==> src/rtl/ppg_pkg.sv <==
package ppg_pkg;
  localparam int IDX_MAX_W = 8;

  // register offsets: software depends on these positions
  localparam logic [7:0] OFF_TOGGLE = 8'h30;
  localparam logic [7:0] OFF_UNCLAMP = 8'h34;
  localparam logic [7:0] OFF_STATUS = 8'h38;
  localparam int START_BIT = 8;

  typedef enum logic [1:0] {
    ST_IDLE,
    ST_WAIT,
    ST_SETTLE
  } ppg_state_e;

  // strobes from the sequencer to the datapath
  typedef struct packed {
    logic flip;
    logic commit;
    logic abort;
    logic [IDX_MAX_W-1:0] idx;
  } ppg_strobe_t;
endpackage

==> src/rtl/ppg_ctrl.sv <==
module ppg_ctrl
  import ppg_pkg::*;
#(
  parameter int IDX_W = 4,
  parameter int SETTLE_CYC = 8,
  parameter int TIMEOUT_CYC = 1250000
) (
  input  logic clk,
  input  logic rstN,
  input  logic tglValid,
  input  logic [IDX_W-1:0] tglIdx,
  input  logic ackMatch,
  output logic [IDX_W-1:0] curIdx,
  output ppg_strobe_t strb
);
  localparam int MAX_CYC = (TIMEOUT_CYC > SETTLE_CYC) ? TIMEOUT_CYC : SETTLE_CYC;
  localparam int CNT_W = $clog2(MAX_CYC + 1);
  localparam logic [CNT_W-1:0] LAST_TO = CNT_W'(TIMEOUT_CYC - 1);
  localparam logic [CNT_W-1:0] LAST_ST = CNT_W'(SETTLE_CYC - 1);

  ppg_state_e state;
  logic [CNT_W-1:0] cnt;

  always_comb begin
    strb = '0;
    strb.idx = IDX_MAX_W'(curIdx);
    unique case (state)
      ST_IDLE: begin
        if (tglValid) begin
          strb.flip = 1'b1;
          strb.idx = IDX_MAX_W'(tglIdx);
        end
      end
      ST_WAIT: begin
        if (!ackMatch && cnt == LAST_TO) strb.abort = 1'b1;
      end
      ST_SETTLE: begin
        if (cnt == LAST_ST) strb.commit = 1'b1;
      end
      default: ;
    endcase
  end

  always_ff @(posedge clk or negedge rstN) begin
    if (!rstN) begin
      state <= ST_IDLE;
      cnt <= '0;
      curIdx <= '0;
    end else begin
      unique case (state)
        ST_IDLE: begin
          if (tglValid) begin
            curIdx <= tglIdx;
            cnt <= '0;
            state <= ST_WAIT;
          end
        end
        ST_WAIT: begin
          if (ackMatch) begin
            cnt <= '0;
            state <= ST_SETTLE;
          end else if (cnt == LAST_TO) begin
            state <= ST_IDLE;
          end else begin
            cnt <= cnt + 1'b1;
          end
        end
        ST_SETTLE: begin
          if (cnt == LAST_ST) state <= ST_IDLE;
          else cnt <= cnt + 1'b1;
        end
        default: state <= ST_IDLE;
      endcase
    end
  end

  AST_WAIT_BOUNDED: assert property (@(posedge clk) disable iff (!rstN)
    (state == ST_WAIT) |-> (cnt <= LAST_TO));
  AST_NO_ACCEPT_BUSY: assert property (@(posedge clk) disable iff (!rstN)
    (state != ST_IDLE) |-> !strb.flip);
  AST_COMMIT_AFTER_ACK: assert property (@(posedge clk) disable iff (!rstN)
    strb.commit |-> ackMatch);
endmodule

==> src/rtl/ppg_datapath.sv <==
module ppg_datapath
  import ppg_pkg::*;
#(
  parameter int NUM_PART = 16,
  parameter int IDX_W = 4,
  parameter int ADDR_W = 8,
  parameter int DATA_W = 32,
  parameter int SYNC_STAGES = 2,
  parameter int SWAP_A = 3,
  parameter int SWAP_B = 4
) (
  input  logic clk,
  input  logic rstN,
  input  logic busEn,
  input  logic busWr,
  input  logic [ADDR_W-1:0] busAddr,
  input  logic [DATA_W-1:0] busWdata,
  output logic [DATA_W-1:0] busRdata,
  input  logic [NUM_PART-1:0] swAck,
  output logic [NUM_PART-1:0] pwrReq,
  output logic [NUM_PART-1:0] clampOn,
  input  ppg_strobe_t strb,
  input  logic [IDX_W-1:0] curIdx,
  output logic tglValid,
  output logic [IDX_W-1:0] tglIdx,
  output logic ackMatch
);
  logic [NUM_PART-1:0] status;
  logic [NUM_PART-1:0] ackSync;
  logic [NUM_PART-1:0] relMask;
  logic [NUM_PART-1:0] clampNext;
  logic wrEn, rdEn, unclampWr;
  logic [IDX_W-1:0] sIdx;

  assign wrEn = busEn && busWr;
  assign rdEn = busEn && !busWr;
  assign unclampWr = wrEn && (busAddr == ADDR_W'(OFF_UNCLAMP));
  assign tglIdx = busWdata[IDX_W-1:0];
  assign tglValid = wrEn && (busAddr == ADDR_W'(OFF_TOGGLE)) && busWdata[START_BIT]
                    && (int'(tglIdx) < NUM_PART);
  assign sIdx = strb.idx[IDX_W-1:0];

  // acknowledge synchroniser
  generate
    if (SYNC_STAGES == 0) begin : g_nosync
      assign ackSync = swAck;
    end else begin : g_sync
      logic [NUM_PART-1:0] syncQ [SYNC_STAGES];
      always_ff @(posedge clk or negedge rstN) begin
        if (!rstN) begin
          for (int k = 0; k < SYNC_STAGES; k++) syncQ[k] <= '0;
        end else begin
          syncQ[0] <= swAck;
          for (int k = 1; k < SYNC_STAGES; k++) syncQ[k] <= syncQ[k-1];
        end
      end
      assign ackSync = syncQ[SYNC_STAGES-1];
    end
  endgenerate

  assign ackMatch = (ackSync[curIdx] == pwrReq[curIdx]);

  // clamp-release bit routing, two positions exchanged
  generate
    for (genvar p = 0; p < NUM_PART; p++) begin : g_rel
      localparam int SRC = (p == SWAP_A) ? SWAP_B : ((p == SWAP_B) ? SWAP_A : p);
      assign relMask[p] = unclampWr && busWdata[SRC];
    end
  endgenerate

  always_comb begin
    clampNext = clampOn & ~(relMask & status & pwrReq);
    if (strb.flip && pwrReq[sIdx]) clampNext[sIdx] = 1'b1;
  end

  always_ff @(posedge clk or negedge rstN) begin
    if (!rstN) begin
      pwrReq <= '0;
      status <= '0;
      clampOn <= '1;
      busRdata <= '0;
    end else begin
      clampOn <= clampNext;
      if (strb.flip) pwrReq[sIdx] <= ~pwrReq[sIdx];
      if (strb.abort) pwrReq[sIdx] <= status[sIdx];
      if (strb.commit) status[sIdx] <= pwrReq[sIdx];
      busRdata <= (rdEn && busAddr == ADDR_W'(OFF_STATUS)) ? DATA_W'(status) : '0;
    end
  end

  AST_SINGLE_INFLIGHT: assert property (@(posedge clk) disable iff (!rstN)
    $countones(pwrReq ^ status) <= 1);
  AST_CLAMP_WHEN_UNREQ: assert property (@(posedge clk) disable iff (!rstN)
    (clampOn | pwrReq) == '1);
  AST_RELEASE_NEEDS_POWER: assert property (@(posedge clk) disable iff (!rstN)
    (~clampOn & ~status) == '0);
  AST_REQ_BY_STROBE: assert property (@(posedge clk) disable iff (!rstN)
    (pwrReq != $past(pwrReq)) |-> $past(strb.flip || strb.abort));
  AST_RDATA_QUIET: assert property (@(posedge clk) disable iff (!rstN)
    !$past(rdEn) |-> (busRdata == '0));
endmodule

==> src/rtl/pwr_part_gate.sv <==
module pwr_part_gate
  import ppg_pkg::*;
#(
  parameter int NUM_PART = 16,
  parameter int ADDR_W = 8,
  parameter int DATA_W = 32,
  parameter int SYNC_STAGES = 2,
  parameter int SETTLE_CYC = 8,
  parameter int TIMEOUT_CYC = 1250000,
  parameter int SWAP_A = 3,
  parameter int SWAP_B = 4
) (
  input  logic clk,
  input  logic rstN,
  input  logic busEn,
  input  logic busWr,
  input  logic [ADDR_W-1:0] busAddr,
  input  logic [DATA_W-1:0] busWdata,
  output logic [DATA_W-1:0] busRdata,
  input  logic [NUM_PART-1:0] swAck,
  output logic [NUM_PART-1:0] pwrReq,
  output logic [NUM_PART-1:0] clampOn
);
  localparam int IDX_W = (NUM_PART > 1) ? $clog2(NUM_PART) : 1;

  ppg_strobe_t strb;
  logic tglValid;
  logic [IDX_W-1:0] tglIdx;
  logic [IDX_W-1:0] curIdx;
  logic ackMatch;

  ppg_ctrl #(
    .IDX_W(IDX_W),
    .SETTLE_CYC(SETTLE_CYC),
    .TIMEOUT_CYC(TIMEOUT_CYC)
  ) u_ctrl (
    .clk(clk),
    .rstN(rstN),
    .tglValid(tglValid),
    .tglIdx(tglIdx),
    .ackMatch(ackMatch),
    .curIdx(curIdx),
    .strb(strb)
  );

  ppg_datapath #(
    .NUM_PART(NUM_PART),
    .IDX_W(IDX_W),
    .ADDR_W(ADDR_W),
    .DATA_W(DATA_W),
    .SYNC_STAGES(SYNC_STAGES),
    .SWAP_A(SWAP_A),
    .SWAP_B(SWAP_B)
  ) u_dp (
    .clk(clk),
    .rstN(rstN),
    .busEn(busEn),
    .busWr(busWr),
    .busAddr(busAddr),
    .busWdata(busWdata),
    .busRdata(busRdata),
    .swAck(swAck),
    .pwrReq(pwrReq),
    .clampOn(clampOn),
    .strb(strb),
    .curIdx(curIdx),
    .tglValid(tglValid),
    .tglIdx(tglIdx),
    .ackMatch(ackMatch)
  );
endmodule

==> config.mk <==
export PLATFORM = sky130hd
export DESIGN_NAME = pwr_part_gate
export DESIGN_NICKNAME = d
export VERILOG_FILES = /design/src/rtl/ppg_pkg.sv /design/src/rtl/ppg_ctrl.sv /design/src/rtl/ppg_datapath.sv /design/src/rtl/pwr_part_gate.sv
export SDC_FILE = /design/constraint.sdc
export NUM_CORES = 1
export LEC_CHECK = 0
export BUFFER_PORTS_ARGS = -buffer_cell sky130_fd_sc_hd__buf_2
export CAP_MARGIN = 20
export CORE_ASPECT_RATIO = 1.2
export CORE_UTILIZATION = 57
export CTS_BUF_LIST = sky130_fd_sc_hd__clkbuf_4
export DETAILED_ROUTE_END_ITERATION = 7
export PLACE_DENSITY = 0.79
export SETUP_SLACK_MARGIN = 0.05
export SLEW_MARGIN = 20
export SYNTH_ARGS = -nofsm -noshare
export SYNTH_HDL_FRONTEND = slang
export SYNTH_SLANG_ARGS = --single-unit
export TNS_END_PERCENT = 30
==> constraint.sdc <==
create_clock -name clk -period 4.3 [get_ports clk]
set_input_delay 0.645 -clock clk [delete_from_list [all_inputs] [get_ports clk]]
set_output_delay 0.645 -clock clk [all_outputs]
set_load 0.05 [all_outputs]
# == After elaboration in Yosys (flattened, before gate mapping) ==
# Index checks and enable logic that the tools add are counted.
# word_totals
ff_bits,139
out_inout_bits,64
# op_classes
addsub,1
order_cmp,3
eq_ne,13
muxes,35
bitwise_logic,6
reduce_logical,32
# ops
cell,n
$mux W21,4
$mux W16,4
$pmux W21 S3,1
$and A16 B16 Y16,3
$bwmux W16,3
$logic_and A1 B1 Y1,25
$eq A8 B6 Y1 const B,3
$add A21 B1 Y21 const B,1
$eq A21 B21 Y1 const B,1
$eq A21 B3 Y1 const B,1
$bmux W1 S4,4
$not A16 Y16,1
$or A16 B16 Y16,1
$mux W1,11
$lt A4 B5 Y1 const B,2
$mux W2,4
$mux W4,2
$pmux W2 S3,1
$demux W1 S4,1
$ge A4 B1 Y1 const B,1
$ne A2 B2 Y1 const B,2
$reduce_and A4 Y1,1
$ne A3 B1 Y1 const B,1
$ne A3 B2 Y1 const B,1
other kinds (10),11

# == Logic depth before layout (Yosys ltp) ==
# Gate-level depths: netlist of run 1.
# depth
word_depth,13
depth_mapped,12
depth_no_buf,10

# == Hierarchy ==
# A second synthesis of run 1 with hierarchy kept.
# unflattened
hier_cells,558
hier_area_um2,6224.7
# modules_own_cells
module,instances,cells_each,area_per_inst_um2,seq_area_each_um2
ppg_datapath,1,369,4474.3,2422.3
ppg_ctrl,1,189,1750.4,675.6

# == Worst setup path after synthesis of run 1 ==
# Ideal clock, no wire load.
# synth_timing
path_kind,input to register
from,input port busAddr[1]
to,register u_dp.status[14]
setup_time_ps,146
arrival_time_ps,3090
required_time_ps,4154
setup_slack_ps,1064
cell_stages,11
n_path_buf,3
path_cell_list,or3b_1 buf_6 nor4_4 buf_4 mux2i_4 inv_2 buf_6 mux2i_1 mux2i_1 mux2i_1 mux2i_1
# synth_via
elab_chain_cells,10
elab_cells_between_ends,13
classes_between,order compare: 2; eq/ne: 1; mux: 7; reduce/logical: 3
# synth_rtl
item,line,text
"start, declared",pwr_part_gate.sv:17,"input logic [ADDR_W-1:0] busAddr,"
$eq A8 B6 Y1 (*),ppg_datapath.sv:39,assign tglValid = wrEn && (busAddr == ADDR_W'(OFF_TOGGLE)) && busWdata[START_BIT]
$logic_and A1 B1 Y1 (*) (2 in series),ppg_datapath.sv:39,
$mux W4 (*),ppg_ctrl.sv:29,if (tglValid) begin
$mux W4 (*),ppg_ctrl.sv:27,unique case (state)
$lt A4 B5 Y1 (not written as such) or $ge A4 B1 Y1 (tied branches),ppg_datapath.sv:86,if (strb.commit) status[sIdx] <= pwrReq[sIdx];
$logic_and A1 B1 Y1 (not written as such),ppg_datapath.sv:86,
$mux W1 (not written as such),ppg_datapath.sv:86,
$demux W1 S4,n/a,
$bwmux W16 (*),ppg_datapath.sv:86,
"end signal, assigned by index",ppg_datapath.sv:86,
"end, declared",ppg_datapath.sv:28,logic [NUM_PART-1:0] status;
# Every way passes the cells marked *; elsewhere a longest branch is shown, timed or not. The select of a mux whose other input is x is not followed.
# A chain may end at the register's enable or synchronous reset.

# == Worst setup path after layout of run 1 ==
# layout_timing
from,register u_ctrl.curIdx[0]
to,register u_ctrl.cnt[6]
# layout_via
elab_chain_cells,5
elab_cells_between_ends,9
classes_between,eq/ne: 2; mux: 6; reduce/logical: 1
# layout_rtl
item,line,text
"start, declared",ppg_ctrl.sv:13,"output logic [IDX_W-1:0] curIdx,"
"start signal, assigned",ppg_ctrl.sv:53,curIdx <= tglIdx;
$bmux W1 S4,ppg_datapath.sv:61,assign ackMatch = (ackSync[curIdx] == pwrReq[curIdx]);
$mux W1 (not written as such),ppg_datapath.sv:61,
$eq A1 B1 Y1 (*),ppg_datapath.sv:61,
$ne A3 B2 Y1 (no source line) or $mux W21 (tied branches),n/a,
$reduce_and A4 Y1 (no source line) or $pmux W21 S3 (tied branches),n/a,
"end signal, assigned",ppg_ctrl.sv:65,cnt <= cnt + 1'b1;
"end signal, assigned",ppg_ctrl.sv:70,else cnt <= cnt + 1'b1;
"end, declared",ppg_ctrl.sv:22,logic [CNT_W-1:0] cnt;
# Marked as above.

==> run metrics, run 1 <==
status=finished, violations left; failing checks=DRC; Num CTS Buffers=17; Reg clk slew, reported paths=120 ps; gr usage total=0.286; Post-CTS Setup Inserts=0; Worst Path Arrival=4300 ps; RSZ-0062 raised after global routing=false; PortBufs=91; register area share after synthesis=0.491; # DRC=9; Post-Syn Area=6310 sq um; Yosys warning total=0; Layout Nets=760; antenna violations before repair=0; 1st-iter DRT viols=466; CP Launch Type=flop; Die Ht=117 um; post-synth top area cell=dfrtp_1; die width=98.1 um; Post-synth ARST share=1.00; number of diodes=0; pin count of the biggest net entering global routing=68; Max-cap violations=0; std cell rows=41; Seq cells post-synth=123; count of different cell masters after synthesis=68; crit end category=flop; initial core utilization=0.592; Max H-tree Level=4; Worst EP required=4740 ps; vias after detailed routing=5296; die area=11500 sq um; clk root buf=clkbuf_4; drt first pass iters=8; worst hold path class=in2async; Largest stage delay, worst path=930 ps; fmax=0.259 GHz; most common flop cell mapped by yosys=dfrtp_1; WL per Instance=18.5 um; Setup Skew=21.0 ps; vias in the first global route=5229; first-pass GRT wire length=25700 um; cell mode on critical path=mux4_2; area growth from synthesis to layout=11.5%; GRT overflow=0; DRT Wirelength=15500 um; # IOs=124; Final Setup Violations=0; worst-path fanout max=15; hpwl dp=10900 um; Final min period=3870 ps; Hold Buf Count CTS=0; setup TNS=0 ps; TritonCTS clock tree=done; Avg Inst Size Synth=10.4 sq um; CP cell instances=mux4_2 > mux4_2 > xor2_2 > nand3_2 > nand2_1 > nor2_1 > a221o_1; pins over their slew limit=0; Clk Latency, worst-skew pair=550 ps; top area cells in the synthesized netlist=dfrtp_1 42%, dfstp_2 6.7%, mux4_2 6.1%; Clock Sinks=123; Tcrit/Tclk final=0.899; maximum vdd drop=0.214 mV; Slew HR=0.369; Crit-path slowest cell=dfrtp_1; post-CTS sizing=0; crit-path leading delay family=multiplexers; leakage power total=3.11 nW; kind of critical path=reg2reg; Vias/cell=6.33; RR Startpoint=u_ctrl.curIdx[0]; Max Root-Sink Buffers=2; EDFF count, synth=0; final core utilization=0.660; CP startpoint=u_ctrl.curIdx[0]; Mapped Cells=605; CP bufs+invs=0; endpoints failing hold=0; Synth top area share=0.424; Cell Pwr Density=331 nW/um^2; core footprint=10700 sq um; share of layout cells above drive strength 1=0.268; worst slew pin tran=944 ps; post-route ant nets=0; Final Wtd Congestion=0.909
sequential cells by signal, indices dropped and copies added (netlist names):
| name | flops |
|---|---|
| u_ctrl.cnt | 21 |
| u_dp.ackSync | 16 |
| u_dp.busRdata | 16 |
| u_dp.clampOn | 16 |
| u_dp.g_sync.syncQ | 16 |
| u_dp.pwrReq | 16 |
| u_dp.status | 16 |
| u_ctrl.curIdx | 4 |
| u_ctrl.state | 2 |
placed cells by master (no fill, tap or decap), types with 17 or more instances in the layout:
cell type,synthesis,final
dfrtp_1,107,107
buf_2,5,90
nand2_1,65,65
nand3_1,38,38
nor2_1,37,37
o21ai_0,31,31
o21ai_1,28,28
a21oi_1,22,22
and2_1,21,21
mux2i_1,18,18
mux4_2,17,17
clkbuf_4,0,17
area by class of cell:
class	count	area, sq um
fillers	858	3630
inverters	14	53.8
flip-flops and latches	123	3100
clock buffers	17	128
multi-input cells	439	2950
clock inverters	15	115
well taps	129	161
repair buffers	100	538
cell families (layout without fill, tap and decap cells):
family,count (synthesis),in the layout,share of synthesized area
AND/OR/NAND/NOR,231,231,0.189
AO/OA/AOI/OAI,141,141,0.146
multiplexers,42,42,0.106
other,1,16,0.000594
flip-flops,123,123,0.491
adder cells (fa/ha/maj),5,5,0.00991
XOR/XNOR,4,4,0.00674
buffers and inverters,58,146,0.0519
per-stage QoR:
step	area [sq um]	total power, mW	worst slack [ps]	hold slack, ps	instances
floorplan	6370	1.52	1060	331	620
global placement	6800	1.61	539	334	805
detailed placement	6800	1.63	469	335	805
CTS	7040	2.34	445	155	837
global route	7040	2.45	210	153	837
finish	7040	2.33	434	135	837
synth_stat cells, types with 2 or more instances:
library cell	number
dfrtp_1	107
nand2_1	65
nand3_1	38
nor2_1	37
o21ai_0	31
o21ai_1	28
a21oi_1	22
and2_1	21
mux2i_1	18
buf_4	17
mux4_2	17
dfstp_2	16
a31oi_1	15
clkbuf_1	15
o31ai_1	13
inv_1	12
and3_1	11
nor3_1	11
nor4_1	10
nand2b_1	9
o22ai_1	7
nand4_1	6
buf_2	5
buf_6	5
ha_1	5
or3_1	5
a21o_1	4
mux2_2	4
a221o_1	3
and4_1	3
a211o_1	2
a311oi_1	2
mux2i_4	2
nand3_2	2
or4_1	2
or4_4	2
xor2_1	2
power breakdown:
| part | switching [mW] | internal (mW) |
|---|---|---|
| Combinational | 0.284 | 0.117 |
| Sequential | 0.0215 | 1.19 |
| Clock | 0.480 | 0.237 |
routing by layer:
| metal | GRT usage | vias to the layer above | part of all wire |
|---|---|---|---|
| li1 | - | 2366 | - |
| met1 | 0.360 | 2586 | 0.39 |
| met2 | 0.453 | 306 | 0.49 |
| met3 | 0.0763 | 38 | 0.089 |
| met4 | 0.149 | 0 | 0.030 |
| met5 | 0 | - | 0 |
path summary, 6_finish.rpt:
check / end / slack [ps] / cells past startpoint
max in group asynchronous: u_dp.clampOn[7] / 3320 / 2
min in group clk: u_dp.g_sync.syncQ[31] / 210 / 1
worst max-delay path: u_ctrl.cnt[6] / 430 / 7
worst min-delay path: u_dp.busRdata[15] / 140 / 1
worst min register to register: u_dp.ackSync[14] / 350 / 0
worst max register to register: u_ctrl.cnt[6] / 430 / 7
No activity file was read; power rests on OpenSTA's default activity.
==> run 2, diff against run 1 <==
--- a/config.mk
+++ b/config.mk
@@ -7,10 +7,11 @@
 export LEC_CHECK = 0
 export BUFFER_PORTS_ARGS = -buffer_cell sky130_fd_sc_hd__buf_2
 export CAP_MARGIN = 20
-export CORE_ASPECT_RATIO = 1.2
+export CORE_ASPECT_RATIO = 0.9
 export CORE_UTILIZATION = 57
 export CTS_BUF_LIST = sky130_fd_sc_hd__clkbuf_4
 export DETAILED_ROUTE_END_ITERATION = 7
+export HOLD_SLACK_MARGIN = 0.03
 export PLACE_DENSITY = 0.79
 export SETUP_SLACK_MARGIN = 0.05
 export SLEW_MARGIN = 20
==> run 2 against run 1 <==
The flow now finishes without violations. Register-to-register slack gained 220 ps. Wire length is essentially flat. Global-route usage grew 0.20 points. Worst setup slack gained 220 ps. Design area grew 0.80%. Core utilization shrank 0.33 points. Sequential power is essentially flat. Sequential share of layout area shrank 0.35 points. Critical endpoint is now u_ctrl.cnt[20]. Largest cell class unchanged.
==> run metrics, run 2 (synthesis results as in run 1) <==
final instance area=7100 sq um (+0.80%); Worst EP required=4750 ps (about the same); worst-path fanout max=13 (-2); endpoints failing hold=0 (unchanged); Clk Latency, worst-skew pair=530 ps (-20 ps); TritonCTS clock tree=done; antenna violations before repair=0 (unchanged); worst slew pin tran=941 ps (-2.62 ps); Slew HR=0.367 (-0.00172); post-route setup slack=650 ps (+216 ps); pin count of the biggest net entering global routing=124 (+82%); first-pass GRT wire length=25100 um (-2.3%); initial core utilization=0.584 (-0.00767); Non-Filler Instances=843 (+0.72%); die width=113 um (+15%); CP Launch Type=flop; PortBufs=91 (unchanged); Num CTS Buffers=17 (unchanged); drt first pass iters=5 (-3); leakage power total=3.14 nW (+1.0%); cell mode on critical path=mux4_2; Largest Register=u_ctrl.cnt; Max-cap violations=0 (unchanged); WL per Instance=18.3 um (-0.78%); RSZ-0062 raised after global routing=false; post-CTS sizing=0 (unchanged); Reg clk slew, reported paths=110 ps (about the same); status=complete, no violations; Tcrit/Tclk final=0.849 (-0.0501); Post-CTS Setup Inserts=0 (unchanged); std cell rows=36 (-12%); Vias/cell=6.18 (-2.3%); vias after detailed routing=5210 (-1.6%); Final min period=3650 ps (-216 ps); DRT Wirelength=15500 um (about the same); Max Root-Sink Buffers=2 (unchanged); Hold Buf Count CTS=0 (unchanged); Final Setup Violations=0 (unchanged); Crit-path slowest cell=dfrtp_1; kind of critical path=reg2reg; R2R Setup Slk=650 ps (+220 ps); 1st-iter DRT viols=468 (+0.43%); Setup Skew=24.3 ps (+3.22 ps); vias in the first global route=4871 (-6.8%); clk root buf=clkbuf_4; gr usage total=0.288 (+0.00201); fmax=0.274 GHz (+5.9%); maximum vdd drop=0.276 mV (+29%); max reg flops=21 (unchanged); Largest stage delay, worst path=650 ps (-280 ps); Final Wtd Congestion=0.886 (-2.5%); Die Ht=102 um (-13%); # DRC=0 (-9); most common cell after layout, fill and taps aside=dfrtp_1; commonest cells after routing, fill and taps aside=107 x dfrtp_1, 90 x buf_2, 65 x nand2_1; Cells after DPL=811 (+0.75%); setup TNS=0 ps (unchanged); post-route ant nets=0 (unchanged); crit end category=flop; share of layout cells above drive strength 1=0.270 (+0.00206); die area=11500 sq um (about the same); # IOs=124 (unchanged); number of diodes=0 (unchanged); crit-path leading delay family=multiplexers; area growth from synthesis to layout=12.4%; Placed Area=6820 sq um (+0.29%); core footprint=10800 sq um (+1.3%); Layout Nets=762 (+0.26%); worst hold path class=in2async; GRT overflow=0 (unchanged); CP bufs+invs=1 (+1); Worst Path Arrival=4100 ps (-200 ps); Clock Sinks=123 (unchanged); pins over their slew limit=0 (unchanged); CP cell instances=buf_4 > mux4_2 > mux4_2 > xor2_2 > a31o_2 > nand3_2 > or3_1 > o21ai_1; Cell Pwr Density=339 nW/um^2 (+2.7%); Max H-tree Level=4 (unchanged); post-place setup slack=684 ps (+215 ps); hpwl dp=10900 um (-0.57%)
## run 2: cell types whose count changed in the layout (fill, tap and decap cells not counted), sizes merged
| cell | delta |
|---|---|
| clkbuf | +4 |
| bufinv | +2 |
| inv | -5 |
| clkinvlp | -1 |
| buf | +2 |
## run 2: where the power goes
| part | internal, mW | switching [mW] | total [mW] |
|---|---|---|---|
| clock network | 0.370 | 0.429 | 0.799 |
| logic | 0.117 | 0.284 | 0.402 |
| registers | 1.19 | 0.0212 | 1.21 |
## run 2: path summary, 6_finish.rpt
kind | start | to | cells past startpoint
setup / recovery | u_ctrl.curIdx[0] | u_ctrl.cnt[20] | 8
hold / removal | rstN | u_dp.busRdata[5] | 2
setup reg to reg | u_ctrl.curIdx[0] | u_ctrl.cnt[20] | 8
hold reg to reg | u_dp.g_sync.syncQ[22] | u_dp.ackSync[6] | 0
max in group asynchronous | rstN | u_dp.busRdata[3] | 2
min in group clk | swAck[15] | u_dp.g_sync.syncQ[31] | 1
## run 2: layout make-up
class                           count  area, sq um
Sequential cell                   123         3100
Timing Repair Buffer              102          553
Fill cell                         873         3710
Clock buffer                       21          158
Multi-Input combinational cell    439         2950
Inverter                           14         53.8
Tap cell                          133          166
Clock inverter                     11          121
## run 2: metrics by stage
| stage | util | power (mW) | hold WS (ps) |
|---|---|---|---|
| floorplan | - | 1.52 | 331 |
| CTS | 0.656 | 2.42 | 183 |
| finish | 0.656 | 2.41 | 155 |
| global placement | 0.631 | 1.61 | 336 |
| detailed placement | 0.631 | 1.63 | 335 |
| global route | 0.656 | 2.53 | 172 |
## run 2: routing by layer
layer / track usage / vias up / wire length (um)
met5: 0 / - / 0
met3: 0.0688 / 23 / 1550
met1: 0.393 / 2504 / 6380
met2: 0.451 / 313 / 7310
met4: 0.120 / 0 / 222
li1: - / 2370 / -
==> run 3, diff against run 2 <==
--- a/config.mk
+++ b/config.mk
@@ -8,11 +8,11 @@
 export BUFFER_PORTS_ARGS = -buffer_cell sky130_fd_sc_hd__buf_2
 export CAP_MARGIN = 20
 export CORE_ASPECT_RATIO = 0.9
-export CORE_UTILIZATION = 57
+export CORE_UTILIZATION = 52
 export CTS_BUF_LIST = sky130_fd_sc_hd__clkbuf_4
 export DETAILED_ROUTE_END_ITERATION = 7
 export HOLD_SLACK_MARGIN = 0.03
-export PLACE_DENSITY = 0.79
+export PLACE_DENSITY = 0.76
 export SETUP_SLACK_MARGIN = 0.05
 export SLEW_MARGIN = 20
 export SYNTH_ARGS = -nofsm -noshare
==> constraint.sdc (replaced) <==
create_clock -name clk -period 3 [get_ports clk]
set_input_delay 0.45 -clock clk [delete_from_list [all_inputs] [get_ports clk]]
set_output_delay 0.45 -clock clk [all_outputs]
set_load 0.05 [all_outputs]
==> run 3 against run 2 <==
Clock skew fell by 12 ps. Combinational power increased by 100%. Global-route usage up 1.5 points. Final cell count is 13% higher. Critical path type unchanged. Highest routed layer unchanged.
==> run metrics, run 3 (synthesis results as in run 1) <==
status=complete, no violations; Max Root-Sink Buffers=2 (unchanged); TritonCTS clock tree=done; maximum vdd drop=0.334 mV (+21%); PortBufs=91 (unchanged); endpoints failing hold=0 (unchanged); Final min period=2890 ps (-760 ps); vias in the first global route=5513 (+13%); Die Ht=107 um (+4.6%); first-pass GRT wire length=28600 um (+14%); Final Wtd Congestion=0.912 (+2.9%); crit end category=flop; Max-cap violations=0 (unchanged); hpwl dp=12500 um (+15%); antenna violations before repair=0 (unchanged); RR Startpoint=u_ctrl.curIdx[0]; post-route setup slack=109 ps (-540 ps); CP startpoint=u_ctrl.curIdx[0]; 1st-iter DRT viols=517 (+10%); Reg clk slew, reported paths=110 ps (about the same); share of layout cells above drive strength 1=0.339 (+0.0688); pin count of the biggest net entering global routing=65 (-48%); Clock Sinks=123 (unchanged); Crit-path slowest cell=mux4_2; pins over their slew limit=0 (unchanged); CP Launch Type=flop; Max H-tree Level=4 (unchanged); Placed Area=7300 sq um (+7.1%); clk root buf=clkbuf_4; post-route ant nets=0 (unchanged); gr usage total=0.303 (+0.0148); Fillers=900 (+3.1%); drt first pass iters=8 (+3); Layout Nets=848 (+11%); commonest cells after routing, fill and taps aside=107 x dfrtp_1, 90 x buf_2, 76 x buf_4; # DRC=0 (unchanged); post-place setup slack=-192 ps (-876 ps); initial core utilization=0.543 (-0.0407); fmax=0.346 GHz (+26%); RSZ-0062 raised after global routing=true; kind of critical path=reg2reg; Tcrit/Tclk final=0.964 (+0.115); Slew HR=0.567 (+0.201); vias after detailed routing=5705 (+9.5%); WL per Instance=18.8 um (+2.5%); GRT overflow=0 (unchanged); worst-path fanout max=11 (-2); max reg flops=21 (unchanged); Clk Latency, worst-skew pair=560 ps (+30 ps); number of diodes=0 (unchanged); area growth from synthesis to layout=26.6%; # IOs=124 (unchanged); std cell rows=37 (+2.8%); hold path start=busWdata[4]; core footprint=11600 sq um (+7.5%); Final Setup Violations=0 (unchanged); leakage power total=3.59 nW (+14%); most common cell after layout, fill and taps aside=dfrtp_1; Num CTS Buffers=17 (unchanged); cell mode on critical path=mux4_2; Largest Register=u_ctrl.cnt; Worst Path Arrival=3320 ps (-780 ps); worst slew pin tran=649 ps (-292 ps); CP cell instances=buf_12 > mux4_2 > mux4_2 > xor2_4 > and3_4 > o31ai_4 > a221oi_4 > buf_6 > a31oi_1; Cell Pwr Density=485 nW/um^2 (+43%); Non-Filler Instances=952 (+13%); Vias/cell=5.99 (-3.0%); DRT Wirelength=17900 um (+16%); final instance area=7990 sq um (+13%); Largest stage delay, worst path=580 ps (-70 ps); Worst EP required=3420 ps (-1330 ps); die width=118 um (+4.6%); R2R Setup Slk=110 ps (-540 ps); Cells after DPL=889 (+9.6%); die area=12600 sq um (+9.4%); final core utilization=0.688 (+0.0315); worst hold path class=in2reg; Setup Skew=12.4 ps (-11.8 ps)
[run 3: cell count changes in the layout (fill, tap and decap cells not counted), moves of 2 or more]
cell           delta
o31ai_1           -2
nand2_1           -2
clkinv_2          -3
nor4_1            -2
nand2_2           +2
dlygate4sd3_1    +17
buf_6             +2
buf_12            +2
nor4_2            +2
bufinv_16         +2
clkbuf_4          -3
buf_4            +65
[run 3: stage by stage]
| step | hold slack, ps | power, mW | setup TNS (ps) |
|---|---|---|---|
| final | 214 | 3.87 | 0 |
| after global placement | 335 | 2.37 | -1750 |
| after CTS | 179 | 3.75 | 0 |
| after global routing | 181 | 4.05 | -2.20 |
| after floorplan | 154 | 2.18 | 0 |
| after detailed placement | 339 | 2.40 | -2630 |
[run 3: final timing paths]
kind	end	cells past startpoint
worst max-delay path	u_dp.pwrReq[7]	9
min in group asynchronous	u_dp.status[5]	2
worst max register to register	u_dp.pwrReq[7]	9
worst min-delay path	u_dp.clampOn[3]	4
worst min register to register	u_dp.ackSync[8]	0
max in group asynchronous	u_dp.clampOn[10]	3
[run 3: metal layers]
metal	up-vias	track usage	wire length (um)
li1	2537	-	-
met4	0	0.125	443
met3	48	0.0891	1560
met1	2779	0.391	7350
met5	-	0	0
met2	341	0.480	8560
[run 3: power by group]
group / internal [mW] / leakage [nW] / switching (mW)
clock network: 0.673 / 0.167 / 0.659
logic: 0.327 / 1.85 / 0.490
registers: 1.70 / 1.58 / 0.0231
[run 3: area by class of cell]
cell class                 count  area [sq um]  area share
sequential                   123          3100       0.388
multi-input combinational    439          3040       0.381
timing repair buffer         188          1270       0.159
clock inverter                14           195      0.0244
tap                          156           195      0.0244
clock buffer                  18           135      0.0169
inverter                      14          53.8     0.00673
[run 3: what timing repair did]
item                       CTS  global route
hold endpoints to repair    38             0
gates resized for setup      2            14
buffers inserted             2            12
pin swaps                    1             5
setup endpoints to repair   14            57
hold buffers                17             0
cloned                       0             0
[run 3: worst max-delay path, delay by kind of cell, from the launching register on]
kind | cells | cell delay, ps
and+or+nand+nor | 1 | 260
DFF | 1 | 400
AOI/OAI and AO/OA | 3 | 370
buffers and inverters | 2 | 340
xor gates and xnor gates | 1 | 300
muxes | 2 | 1090
